`config.mk`:
```
export PLATFORM = sky130hd
export DESIGN_NAME = edid_i2c_target
export DESIGN_NICKNAME = d
export VERILOG_FILES = /design/src/rtl/edid_i2c_target.sv
export SDC_FILE = /design/constraint.sdc
export NUM_CORES = 1
export LEC_CHECK = 0
export ABC_AREA = 1
export BUFFER_PORTS_ARGS = -buffer_cell sky130_fd_sc_hd__buf_4
export CORE_ASPECT_RATIO = 1.5
export CORE_MARGIN = 2
export CORE_UTILIZATION = 59
export CTS_CLUSTER_SIZE = 8
export DETAILED_ROUTE_END_ITERATION = 8
export HOLD_SLACK_MARGIN = 0.02
export PLACE_DENSITY = 0.81
export REMOVE_ABC_BUFFERS = 1
export SLEW_MARGIN = 20
export SYNTH_ARGS = -nofsm -noshare
export SYNTH_HDL_FRONTEND = slang
export SYNTH_SLANG_ARGS = --single-unit
export TNS_END_PERCENT = 100
```
`constraint.sdc`:
```
create_clock -name clk -period 4.1 [get_ports clk]
set_input_delay 0.205 -clock clk [delete_from_list [all_inputs] [get_ports clk]]
set_output_delay 0.205 -clock clk [all_outputs]
set_load 0.02 [all_outputs]
```
`src/rtl/edid_i2c_target.sv`:
```
module edid_i2c_target #(
  parameter logic [6:0] DEV_ADDR = 7'h50,
  parameter int FILT_LEN = 3
) (
  input  logic clk,
  input  logic rst_n,
  input  logic scl_in,
  input  logic sda_in,
  output logic sda_pull
);

  localparam int PW = 8;

  typedef enum logic [3:0] {
    S_IDLE, S_ADDR, S_AACK0, S_AACK, S_WBIT, S_WACK0, S_WACK, S_RBIT, S_RACK, S_RNEXT
  } st_t;

  function automatic logic [7:0] tbl_val(input logic [PW-1:0] i);
    tbl_val = (i * 8'd37 + 8'd11) ^ 8'h3C;
  endfunction

  logic [1:0] scl_sy, sda_sy;
  logic [FILT_LEN-1:0] scl_h, sda_h;
  logic scl_f, sda_f, scl_d, sda_d;

  always_ff @(posedge clk) begin
    if (!rst_n) begin
      scl_sy <= '1; sda_sy <= '1;
      scl_h <= '1; sda_h <= '1;
      scl_f <= 1'b1; sda_f <= 1'b1;
      scl_d <= 1'b1; sda_d <= 1'b1;
    end else begin
      scl_sy <= {scl_sy[0], scl_in};
      sda_sy <= {sda_sy[0], sda_in};
      scl_h <= {scl_h[FILT_LEN-2:0], scl_sy[1]};
      sda_h <= {sda_h[FILT_LEN-2:0], sda_sy[1]};
      if (&scl_h) scl_f <= 1'b1; else if (~|scl_h) scl_f <= 1'b0;
      if (&sda_h) sda_f <= 1'b1; else if (~|sda_h) sda_f <= 1'b0;
      scl_d <= scl_f;
      sda_d <= sda_f;
    end
  end

  wire scl_rise = scl_f & ~scl_d;
  wire scl_fall = ~scl_f & scl_d;
  wire start_c  = scl_f & scl_d & sda_d & ~sda_f;
  wire stop_c   = scl_f & scl_d & ~sda_d & sda_f;

  st_t st;
  logic [2:0] cnt;
  logic [7:0] sh;
  logic [PW-1:0] ptr;
  logic first, rw;

  wire [7:0] rx_byte = {sh[6:0], sda_f};
  wire [7:0] rom_q = tbl_val(ptr);
  wire addr_hit = (sh[7:1] == DEV_ADDR);

  always_ff @(posedge clk) begin
    if (!rst_n) begin
      st <= S_IDLE; cnt <= '0; sh <= '0; ptr <= '0;
      first <= 1'b0; rw <= 1'b0; sda_pull <= 1'b0;
    end else if (start_c) begin
      st <= S_ADDR; cnt <= '0; sda_pull <= 1'b0;
    end else if (stop_c) begin
      st <= S_IDLE; sda_pull <= 1'b0;
    end else begin
      case (st)
        S_ADDR: if (scl_rise) begin
          sh <= rx_byte;
          cnt <= cnt + 3'd1;
          if (cnt == 3'd7) st <= S_AACK0;
        end
        S_AACK0: if (scl_fall) begin
          if (addr_hit) begin
            sda_pull <= 1'b1;
            rw <= sh[0];
            first <= ~sh[0];
            st <= S_AACK;
          end else st <= S_IDLE;
        end
        S_AACK, S_RNEXT: if (scl_fall) begin
          cnt <= '0;
          if (st == S_RNEXT || rw) begin
            sh <= rom_q;
            sda_pull <= ~rom_q[7];
            ptr <= ptr + 1'b1;
            st <= S_RBIT;
          end else begin
            sda_pull <= 1'b0;
            st <= S_WBIT;
          end
        end
        S_WBIT: if (scl_rise) begin
          sh <= rx_byte;
          cnt <= cnt + 3'd1;
          if (cnt == 3'd7) begin
            st <= S_WACK0;
            if (first) begin
              ptr <= rx_byte;
              first <= 1'b0;
            end else ptr <= ptr + 1'b1;
          end
        end
        S_WACK0: if (scl_fall) begin
          sda_pull <= 1'b1;
          st <= S_WACK;
        end
        S_WACK: if (scl_fall) begin
          sda_pull <= 1'b0;
          cnt <= '0;
          st <= S_WBIT;
        end
        S_RBIT: if (scl_fall) begin
          cnt <= cnt + 3'd1;
          if (cnt == 3'd7) begin
            sda_pull <= 1'b0;
            st <= S_RACK;
          end else begin
            sh <= {sh[6:0], 1'b0};
            sda_pull <= ~sh[6];
          end
        end
        S_RACK: if (scl_rise) st <= sda_f ? S_IDLE : S_RNEXT;
        default: ;
      endcase
    end
  end

  a_r1_reset_state: assert property (@(posedge clk)
    !rst_n |=> (ptr == '0) && !first && !sda_pull);

  a_r11_sda_moves_scl_low: assert property (@(posedge clk) disable iff (!rst_n)
    !$stable(sda_pull) |-> !scl_f);

  a_r5_ptr_step_or_load: assert property (@(posedge clk) disable iff (!rst_n)
    (ptr != $past(ptr)) |-> ((ptr == $past(ptr) + 1'b1) || $past(first)));

  a_r2_miss_released: assert property (@(posedge clk) disable iff (!rst_n)
    (st == S_AACK0 && scl_fall && !start_c && !stop_c && !addr_hit) |=> !sda_pull);

  a_r10_nack_release: assert property (@(posedge clk) disable iff (!rst_n)
    (st == S_RACK && scl_rise && sda_f && !start_c && !stop_c) |=> !sda_pull);

endmodule

```
# == Word level (Yosys, flattened, before mapping) ==
# Index checks and enable logic that the tools add are counted.
# word_totals
regBits,40
inputBits,4
output_inout_bits,1
# classes
add_sub_neg,3
mul,1
eq_ne,38
muxes,47
bitwise_logic,18
n_reduce_logical,27
# ops
cell,n
8-bit two-way mux,10
4-bit two-way mux,12
4-bit != test (second input constant),11
4-bit case mux with 8 select lines,1
2-bit != test (second input constant),14
8-bit case mux with 3 select lines,1
12-bit AND reduction,2
7-bit AND reduction,3
4-bit by 3-bit == test with 1-bit output (second input constant),4
8-bit case mux with 2 select lines,1
1-bit two-way mux,14
3-bit OR reduction,4
1-bit NOT,10
5-bit AND reduction,2
10-bit nonzero test,1
2-bit OR reduction,5
3-bit two-way mux,3
3-bit case mux with 3 select lines,1
8-bit by 1-bit adder with 8-bit output (second input constant),1
8-bit by 4-bit adder with 8-bit output (second input constant),1
4-bit by 2-bit == test with 1-bit output (second input constant),2
4-bit == test (second input constant),2
8-bit by 6-bit multiplier with 8-bit output (second input constant),1
8-bit AND reduction,1
other kinds (16),27

# == Depth between registers and ports, before layout ==
# Gate-level depths: netlist of run 1.
# depth
depth_word,7
depth_mapped,15
ltp_nobuf,15

# == Worst setup path after synthesis of run 1 ==
# Ideal clock, no wire load.
# synth_timing
kind,reg2reg
start,register ptr[4]
end,register sda_pull
setup_ps,117
arrival_time_ps,2607
required_ps,3983
setup_slack_ps,1376
stages_incl_launch_ff,16
synth_period_minus_slack_ps,2724
cell_sequence,dfxtp_1 -> ha_1 -> ha_1 -> inv_1 -> fa_1 -> inv_1 -> ha_1 -> ha_1 -> nand2_1 -> nor2_1 -> nor2_1 -> nand2_1 -> inv_1 -> nand3_1 -> nand3_1 -> a21oi_1
# synth_between
elab_chain_cells,6
# synth_lines
element,line,text
"start, declared",52,logic [PW-1:0] ptr;
"start signal, assigned",87,ptr <= ptr + 1'b1;
"start signal, assigned",100,ptr <= rx_byte;
"start signal, assigned",102,end else ptr <= ptr + 1'b1;
8-bit by 6-bit multiplier with 8-bit output,19,tbl_val = (i * 8'd37 + 8'd11) ^ 8'h3C;
8-bit by 4-bit adder with 8-bit output,19,
1-bit NOT,86,sda_pull <= ~rom_q[7];
1-bit two-way mux,84,if (st == S_RNEXT || rw) begin
1-bit two-way mux,82,"S_AACK, S_RNEXT: if (scl_fall) begin"
1-bit case mux with 5 select lines,68,case (st)
"end signal, assigned",86,
"end signal, assigned",121,sda_pull <= ~sh[6];
"end, declared",9,output logic sda_pull
# Every way passes these cells. The select of a mux whose other input is x is not followed.
# A chain may end at the register's enable or synchronous reset.

# == Worst setup path after layout of run 1 ==
# Ends and elaborated chain as after synthesis.

==> impl_metrics.env, run 1 <==
export IMPL_status="complete, no violations"
export IMPL_hp_class="in2reg"
export IMPL_fmax_mhz=346.3
export IMPL_cts_path_max_buffers=2
export IMPL_relSlewSlack_pct=64.92
export IMPL_critical_path_required_ns=4.28
export IMPL_die_h_um=90.22
export IMPL_clkLatencyLatePin_ns=0.29
export IMPL_cts_setup_buffers=0
export IMPL_viasPerCell=5.333
export IMPL_grt_pass1_vias=2758
export IMPL_die_x_um=61.48
export IMPL_worstMarginPinSlew_ns=0.5208
export IMPL_dp_final_hpwl_um=5366
export IMPL_ys_warn_count=0
export IMPL_cp_end_kind="register"
export IMPL_n_antenna_cell=0
export IMPL_avgRoutedWirePerCell_um=12.76
export IMPL_port_buffer_count=4
export IMPL_grt_pass1_wl_um=11620
export IMPL_clk_pin_slew_ns=0.08
export IMPL_postRouteAntennaNets=0
export IMPL_min_period_ns=2.888
export IMPL_arrival_ns=3.07
export IMPL_slew_violations=0
export IMPL_gr_total_overflow=0
export IMPL_setup_tns_final_ns=0
export IMPL_grtUsageTotal_pct=27.06
export IMPL_gp_congestion=0.9468
export IMPL_placementRows=31
export IMPL_start_kind="register"
export IMPL_initial_core_util_pct=60.80
export IMPL_num_vias=2768
export IMPL_numClockSinks=40
export IMPL_critPathKind="reg2reg"
export IMPL_rsz0062_at_grt="no"
export IMPL_grt_antenna_before_repair=0
export IMPL_ys_types=36
export IMPL_die_area_sq_mm=0.005547
export IMPL_drive_above_1_share_pct=13.25
export IMPL_drt_initial_drc_count=165
export IMPL_num_fill_cells=485
export IMPL_cts_repair_resized=0
export IMPL_syn_instance_count=449
export IMPL_finalSetupViolCount=0
export IMPL_syn_area_sq_mm=0.002924
export IMPL_area_growth_pct=5.306
export IMPL_final_hold_viol_count=0
export IMPL_cts_buffers=5
export IMPL_core_sq_mm=0.004810
export IMPL_min_period_over_period_pct=70.43
export IMPL_cts_htree_levels=2
export IMPL_ctsHoldBuffers=0
export IMPL_seq_area_frac_synth_pct=27.39
export IMPL_grt_max_degree=21
export IMPL_path_max_fanout=5
export IMPL_tritoncts="done"
export IMPL_fin_cells=519
export IMPL_postSynthAreaPerCell_sq_um=6.512
export IMPL_place_inst=512
export IMPL_ys_seq_elements=40
export IMPL_drc=0
export IMPL_routed_wl_um=6621
export IMPL_ir_drop_mv=0.3817
export IMPL_drv_cap=0
export IMPL_io_pins=5
export IMPL_cts_root_buf="clkbuf_8"
export IMPL_power_leakage_nw=1.590
export IMPL_power_density_mw_per_mm2=697.8
export IMPL_fin_skew_ns=0.009828
export IMPL_final_nets=480
export IMPL_first_pass_iters=5
[worst paths after layout]
kind | startpoint | end | slack (ns) | cells past startpoint
worst max-delay path | ptr[4]$_SDFFE_PN0P_ | sda_pull$_SDFFE_PP0P_ | 1.21 | 15
worst max register to register | ptr[4]$_SDFFE_PN0P_ | sda_pull$_SDFFE_PP0P_ | 1.21 | 15
worst min-delay path | scl_in | scl_sy[0]$_SDFF_PN1_ | 0.1 | 2
worst min register to register | scl_sy[1]$_SDFF_PN1_ | scl_h[0]$_SDFF_PN1_ | 0.41 | 1
[critical path, stage by stage, from the launching register on]
cell,delay (ns)
dfxtp_1,0.41
ha_1,0.26
ha_1,0.27
inv_1,0.05
fa_1,0.52
inv_1,0.04
ha_1,0.28
ha_1,0.32
nand2_1,0.10
nor2_1,0.04
nor2_1,0.09
nand2_1,0.09
inv_1,0.08
nand3_1,0.08
nand3_1,0.08
a21oi_1,0.05
[per-stage QoR]
step | hold slack [ns] | total power [W] | area [sq um] | worst slack [ns] | util (%)
finish | 0.09820 | 0.002149 | 3079 | 1.212 | 64.02
CTS | 0.09382 | 0.002151 | 3079 | 1.217 | 64.02
global placement | 0.3924 | 0.001874 | 2998 | 1.287 | 62.33
detailed placement | 0.3954 | 0.001897 | 2998 | 1.217 | 62.33
global route | 0.09230 | 0.002382 | 3079 | 0.9683 | 64.02
floorplan | 0.2740 | 0.001590 | 2885 | 1.376 | -
[synthesized netlist by cell type, drive strengths merged]
cell type  number  share of area [%]
a21oi          18                3.2
buf             3               0.81
clkbuf          4               0.51
clkinv          2               0.47
dfxtp          40                 27
fa              2                1.4
ha             21                9.0
inv            59                7.6
nand2         126                 18
nand3          33                6.7
nand3b          2               0.51
nand4           7                1.5
nor2           73                 11
nor3            6                1.0
o211ai          2               0.51
o21ai          26                4.6
o21bai          2               0.64
o311a           1               0.34
o31ai           1               0.26
or2            13                2.8
xnor2           3               0.90
xor2            5                1.5
[power by group]
group	total [W]	switching [W]	internal [W]
Sequential	0.000578	0.000107	0.000471
Clock	0.000251	0.000136	0.000115
Combinational	0.00132	0.000872	0.000448
Total	0.00215	0.00111	0.00103
[state kept, by name, summed over array words and instances, names as in the netlist]
| signal | flops |
|---|---|
| cnt | 3 |
| first | 1 |
| ptr | 8 |
| rw | 1 |
| scl_d | 1 |
| scl_f | 1 |
| scl_h | 3 |
| scl_sy | 2 |
| sda_d | 1 |
| sda_f | 1 |
| sda_h | 3 |
| sda_pull | 1 |
| sda_sy | 2 |
| sh | 8 |
| st | 4 |
[area by class of cell]
type / count / area, sq um / area share [%]
inverter: 61 / 235.2 / 7.639
sequential: 40 / 800.8 / 26.01
timing repair buffer: 4 / 30.03 / 0.9752
tap: 66 / 82.58 / 2.682
clock inverter: 2 / 12.51 / 0.4063
clock buffer: 5 / 68.82 / 2.235
multi-input combinational: 341 / 1849 / 60.06
[metal layers]
layer	share of wire, %	GRT usage [%]	vias to the layer above
li1	-	-	1424
met2	54	49.30	54
met5	0	0	-
met1	38	28.74	1268
met3	3.0	3.022	22
met4	4.5	12.77	0
[logic make-up after synthesis]
logic type	share of synthesized area, %
and+or+nand+nor	40.95
buffers and inverters	9.371
AOI/OAI and AO/OA	9.542
DFF	27.39
adders and majority gates	10.36
xor gates and xnor gates	2.396
[cells in the final DEF (no fill, tap or decap), types with 2 or more instances in the layout]
cell type / synthesis / routed
nand3b_1: 2 / 2
nand2_2: 8 / 8
inv_2: 6 / 6
o21ai_0: 23 / 23
or2_2: 12 / 12
inv_1: 53 / 53
nor2_4: 4 / 4
nor2_2: 5 / 5
fa_1: 2 / 2
nor3_1: 6 / 6
nand3_1: 27 / 27
o21ai_1: 2 / 2
clkbuf_8: 0 / 5
a21oi_1: 17 / 17
ha_1: 21 / 21
nor2_1: 64 / 64
nand3_2: 6 / 6
clkinv_2: 1 / 2
dfxtp_1: 40 / 40
buf_4: 1 / 4
o211ai_1: 2 / 2
nand2_1: 115 / 115
xor2_1: 5 / 5
nand2_4: 3 / 3
nand4_1: 7 / 7
xnor2_1: 3 / 3
No activity file was read; power rests on OpenSTA's default activity.
==> run 2, diff against run 1 <==
--- a/config.mk
+++ b/config.mk
@@ -5,7 +5,7 @@
 export SDC_FILE = /design/constraint.sdc
 export NUM_CORES = 1
 export LEC_CHECK = 0
-export ABC_AREA = 1
+export ABC_AREA = 0
 export BUFFER_PORTS_ARGS = -buffer_cell sky130_fd_sc_hd__buf_4
 export CORE_ASPECT_RATIO = 1.5
 export CORE_MARGIN = 2
@@ -13,7 +13,7 @@
 export CTS_CLUSTER_SIZE = 8
 export DETAILED_ROUTE_END_ITERATION = 8
 export HOLD_SLACK_MARGIN = 0.02
-export PLACE_DENSITY = 0.81
+export PLACE_DENSITY = 0.82
 export REMOVE_ABC_BUFFERS = 1
 export SLEW_MARGIN = 20
 export SYNTH_ARGS = -nofsm -noshare
==> constraint.sdc (replaced) <==
create_clock -name clk -period 2.95 [get_ports clk]
set_input_delay 0.1475 -clock clk [delete_from_list [all_inputs] [get_ports clk]]
set_output_delay 0.1475 -clock clk [all_outputs]
set_load 0.02 [all_outputs]
==> run 2 against run 1 <==
  * Clock skew fell by 0.0055 ns
  * Synthesized cell count fell by 21%
  * Largest cell class unchanged
  * Sequential share of layout area fell by 0.59 points
  * Critical path depth fell by 5
  * Synthesized area fell by 1.2%
  * Core utilization rose by 2.0 points
  * Design area rose by 2.3%
  * First-iteration DRC count fell by 31%
  * Routed wire length rose by 8.6%
==> impl_metrics.env, run 2 <==
export IMPL_postSynthAreaPerCell_sq_um=8.165
export IMPL_power_density_mw_per_mm2=332.5
export IMPL_holdWs_ns=0.03047
export IMPL_ys_warn_count=0
export IMPL_p_seq_share_pct=52.1
export IMPL_placed_area_sq_mm=0.003013
export IMPL_synthArstFlopShare_pct=0
export IMPL_cp_cell_sequence="ha_1 -> ha_1 -> inv_1 -> fa_1 -> inv_1 -> ha_1 -> ha_4 -> o211ai_1 -> and4_1 -> o32ai_1"
export IMPL_dp_final_hpwl_um=5307
export IMPL_r2r_setup_slack_ns=0.11
export IMPL_gr_total_overflow=0
export IMPL_mostFrequentLayoutCells="40 x dfxtp_1, 33 x o21ai_0, 33 x a21oi_1"
export IMPL_die_x_um=61.15
export IMPL_drive_above_1_share_pct=11.08
export IMPL_critical_path_top_delay_family="adder cells"
export IMPL_grt_pass1_vias=2545
export IMPL_netlist_top_cells_count="40 x dfxtp_1, 34 x a21oi_1, 33 x o21ai_0"
export IMPL_area_growth_pct=9.004
export IMPL_tritoncts="done"
export IMPL_status="complete, no violations"
export IMPL_final_cell_area_sq_mm=0.003151
export IMPL_num_vias=2645
export IMPL_cts_htree_levels=2
export IMPL_viasPerCell=6.194
export IMPL_synth_edf_count=0
export IMPL_ir_drop_mv=0.3906
export IMPL_synth_area_leader_cell="dfxtp_1"
export IMPL_p_int_w=0.0008266
export IMPL_critical_path_required_ns=3.16
export IMPL_gp_congestion=0.8990
export IMPL_syn_area_sq_mm=0.002890
export IMPL_crit_buf_inv=2
export IMPL_finalSetupViolCount=0
export IMPL_min_period_over_period_pct=96.21
export IMPL_yosys_cell_count_top_type="dfxtp_1"
export IMPL_fmax_mhz=352.3
export IMPL_cpMostUsedCell="ha_1"
export IMPL_hp_class="in2reg"
export IMPL_final_hold_viol_count=0
export IMPL_cts_buffers=5
export IMPL_numClockSinks=40
export IMPL_clkLatencyLatePin_ns=0.30
export IMPL_cp_slowest_cell="fa_1"
export IMPL_initial_core_util_pct=60.58
export IMPL_cp_end_kind="register"
export IMPL_fin_cells=427
export IMPL_n_antenna_cell=0
export IMPL_cts_path_max_buffers=2
export IMPL_arrival_ns=3.05
export IMPL_power_net_switching_w=0.0002208
export IMPL_min_period_ns=2.838
export IMPL_path_max_fanout=4
export IMPL_grt_pass1_wl_um=11640
export IMPL_die_area_sq_mm=0.005486
export IMPL_p_comb_share_pct=1.8
export IMPL_ys_seq_elements=40
export IMPL_ys_types=67
export IMPL_utilization_pct=66.04
export IMPL_postRouteAntennaNets=0
export IMPL_power_leakage_nw=1.195
export IMPL_largestRegisters="ptr x8, sh x8, st x4"
export IMPL_p_clk_share_pct=46.2
export IMPL_final_nets=387
export IMPL_cts_root_buf="clkbuf_8"
export IMPL_seq_area_frac_synth_pct=27.71
export IMPL_drv_cap=0
export IMPL_critPathKind="reg2reg"
export IMPL_synth_flop_cell="dfxtp_1"
export IMPL_p_sw_share_pct=21.08
export IMPL_grt_max_degree=23
export IMPL_ctsHoldBuffers=0
export IMPL_first_pass_iters=4
export IMPL_final_common_cell="dfxtp_1"
export IMPL_start_kind="register"
export IMPL_worstMarginPinSlew_ns=0.7574
export IMPL_relSlewSlack_pct=49.44
export IMPL_placementRows=31
export IMPL_drc=0
export IMPL_synthTopCellsByArea="dfxtp_1 28%, ha_1 9.1%, a21oi_1 5.9%"
export IMPL_fin_skew_ns=0.004288
export IMPL_slew_violations=0
export IMPL_io_pins=5
export IMPL_critical_path_max_stage_delay_ns=0.53
export IMPL_routed_wl_um=7189
export IMPL_grtUsageTotal_pct=27.70
export IMPL_core_sq_mm=0.004771
export IMPL_die_h_um=89.72
export IMPL_drt_initial_drc_count=114
export IMPL_avgRoutedWirePerCell_um=16.84
export IMPL_place_inst=419
export IMPL_port_buffer_count=4
export IMPL_clk_pin_slew_ns=0.08
export IMPL_syn_instance_count=354
export IMPL_synth_top_area_share_pct=27.71
export IMPL_grt_antenna_before_repair=0
-- run 2: cell count changes after synthesis, sizes merged, moves of 7 or more --
cell,delta
a21oi,+16
nand2,-97
nor2b,+11
nand2b,+17
o21ai,+8
or2,-10
clkbuf,+7
nor2,-54
nand3,-19
a211oi,+9
inv,-48
-- run 2: routing by layer --
metal	track usage (%)	part of all wire (%)	vias to the layer above
met4	17.57	5.6	0
met3	5.036	4.0	33
met5	0	0	-
met2	45.92	53	78
li1	-	-	1305
met1	30.68	38	1229
-- run 2: layout make-up --
type / count / area [sq um]
Clock inverter: 2 / 38.79
Sequential cell: 40 / 800.8
Tap cell: 66 / 82.58
Clock buffer: 6 / 82.58
Fill cell: 412 / 1620
Multi-Input combinational cell: 282 / 1958
Timing Repair Buffer: 19 / 142.6
Inverter: 12 / 45.04
-- run 2: final timing paths --
kind / end / start / depth (start not counted)
worst max-delay path: sh[7]$_SDFFE_PN0P_ / ptr[4]$_SDFFE_PN0P_ / 10
worst max register to register: sh[7]$_SDFFE_PN0P_ / ptr[4]$_SDFFE_PN0P_ / 10
worst min register to register: sda_h[0]$_SDFF_PN1_ / sda_sy[1]$_SDFF_PN1_ / 1
worst min-delay path: scl_sy[0]$_SDFF_PN1_ / scl_in / 2
-- run 2: per-stage QoR --
stage | worst slack [ns] | power [W] | TNS, ns
finish | 0.1117 | 0.001047 | 0
global route | -0.01316 | 0.001071 | -0.01316
CTS | 0.02665 | 0.001051 | 0
detailed placement | 0.03770 | 0.0005766 | 0
global placement | 0.1494 | 0.0005759 | 0
floorplan | 0.1790 | 0.0005662 | 0
-- run 2: kinds of logic after synthesis --
logic type / synth area share (%)
simple gates: 25.11
compound gates: 26.58
flops: 27.71
buf+inv: 5.108
fa+ha+maj: 10.82
xor+xnor: 3.983
mux: 0.6927
-- run 2: power groups by stage --
stage          registers, W  clock network, W    logic, W
3_3_place_gp       0.000558                 0   0.0000181
5_1_grt            0.000546          0.000504   0.0000205
6_report           0.000545          0.000484   0.0000186
4_1_cts            0.000545          0.000487   0.0000186
2_1_floorplan      0.000558                 0  0.00000867
3_5_place_dp       0.000558                 0   0.0000186
-- run 2: worst register-to-register path, stage by stage (launching register included) --
cell	delay (ns)
dfxtp_1	0.33
ha_1	0.29
ha_1	0.27
inv_1	0.05
fa_1	0.53
inv_1	0.05
ha_1	0.32
ha_4	0.30
o211ai_1	0.14
and4_1	0.21
o32ai_1	0.26
-- run 2: repair_timing --
item,4_1_cts,5_1_grt
setup endpoints to repair,0,2
buffers inserted,0,0
resized for setup,0,2
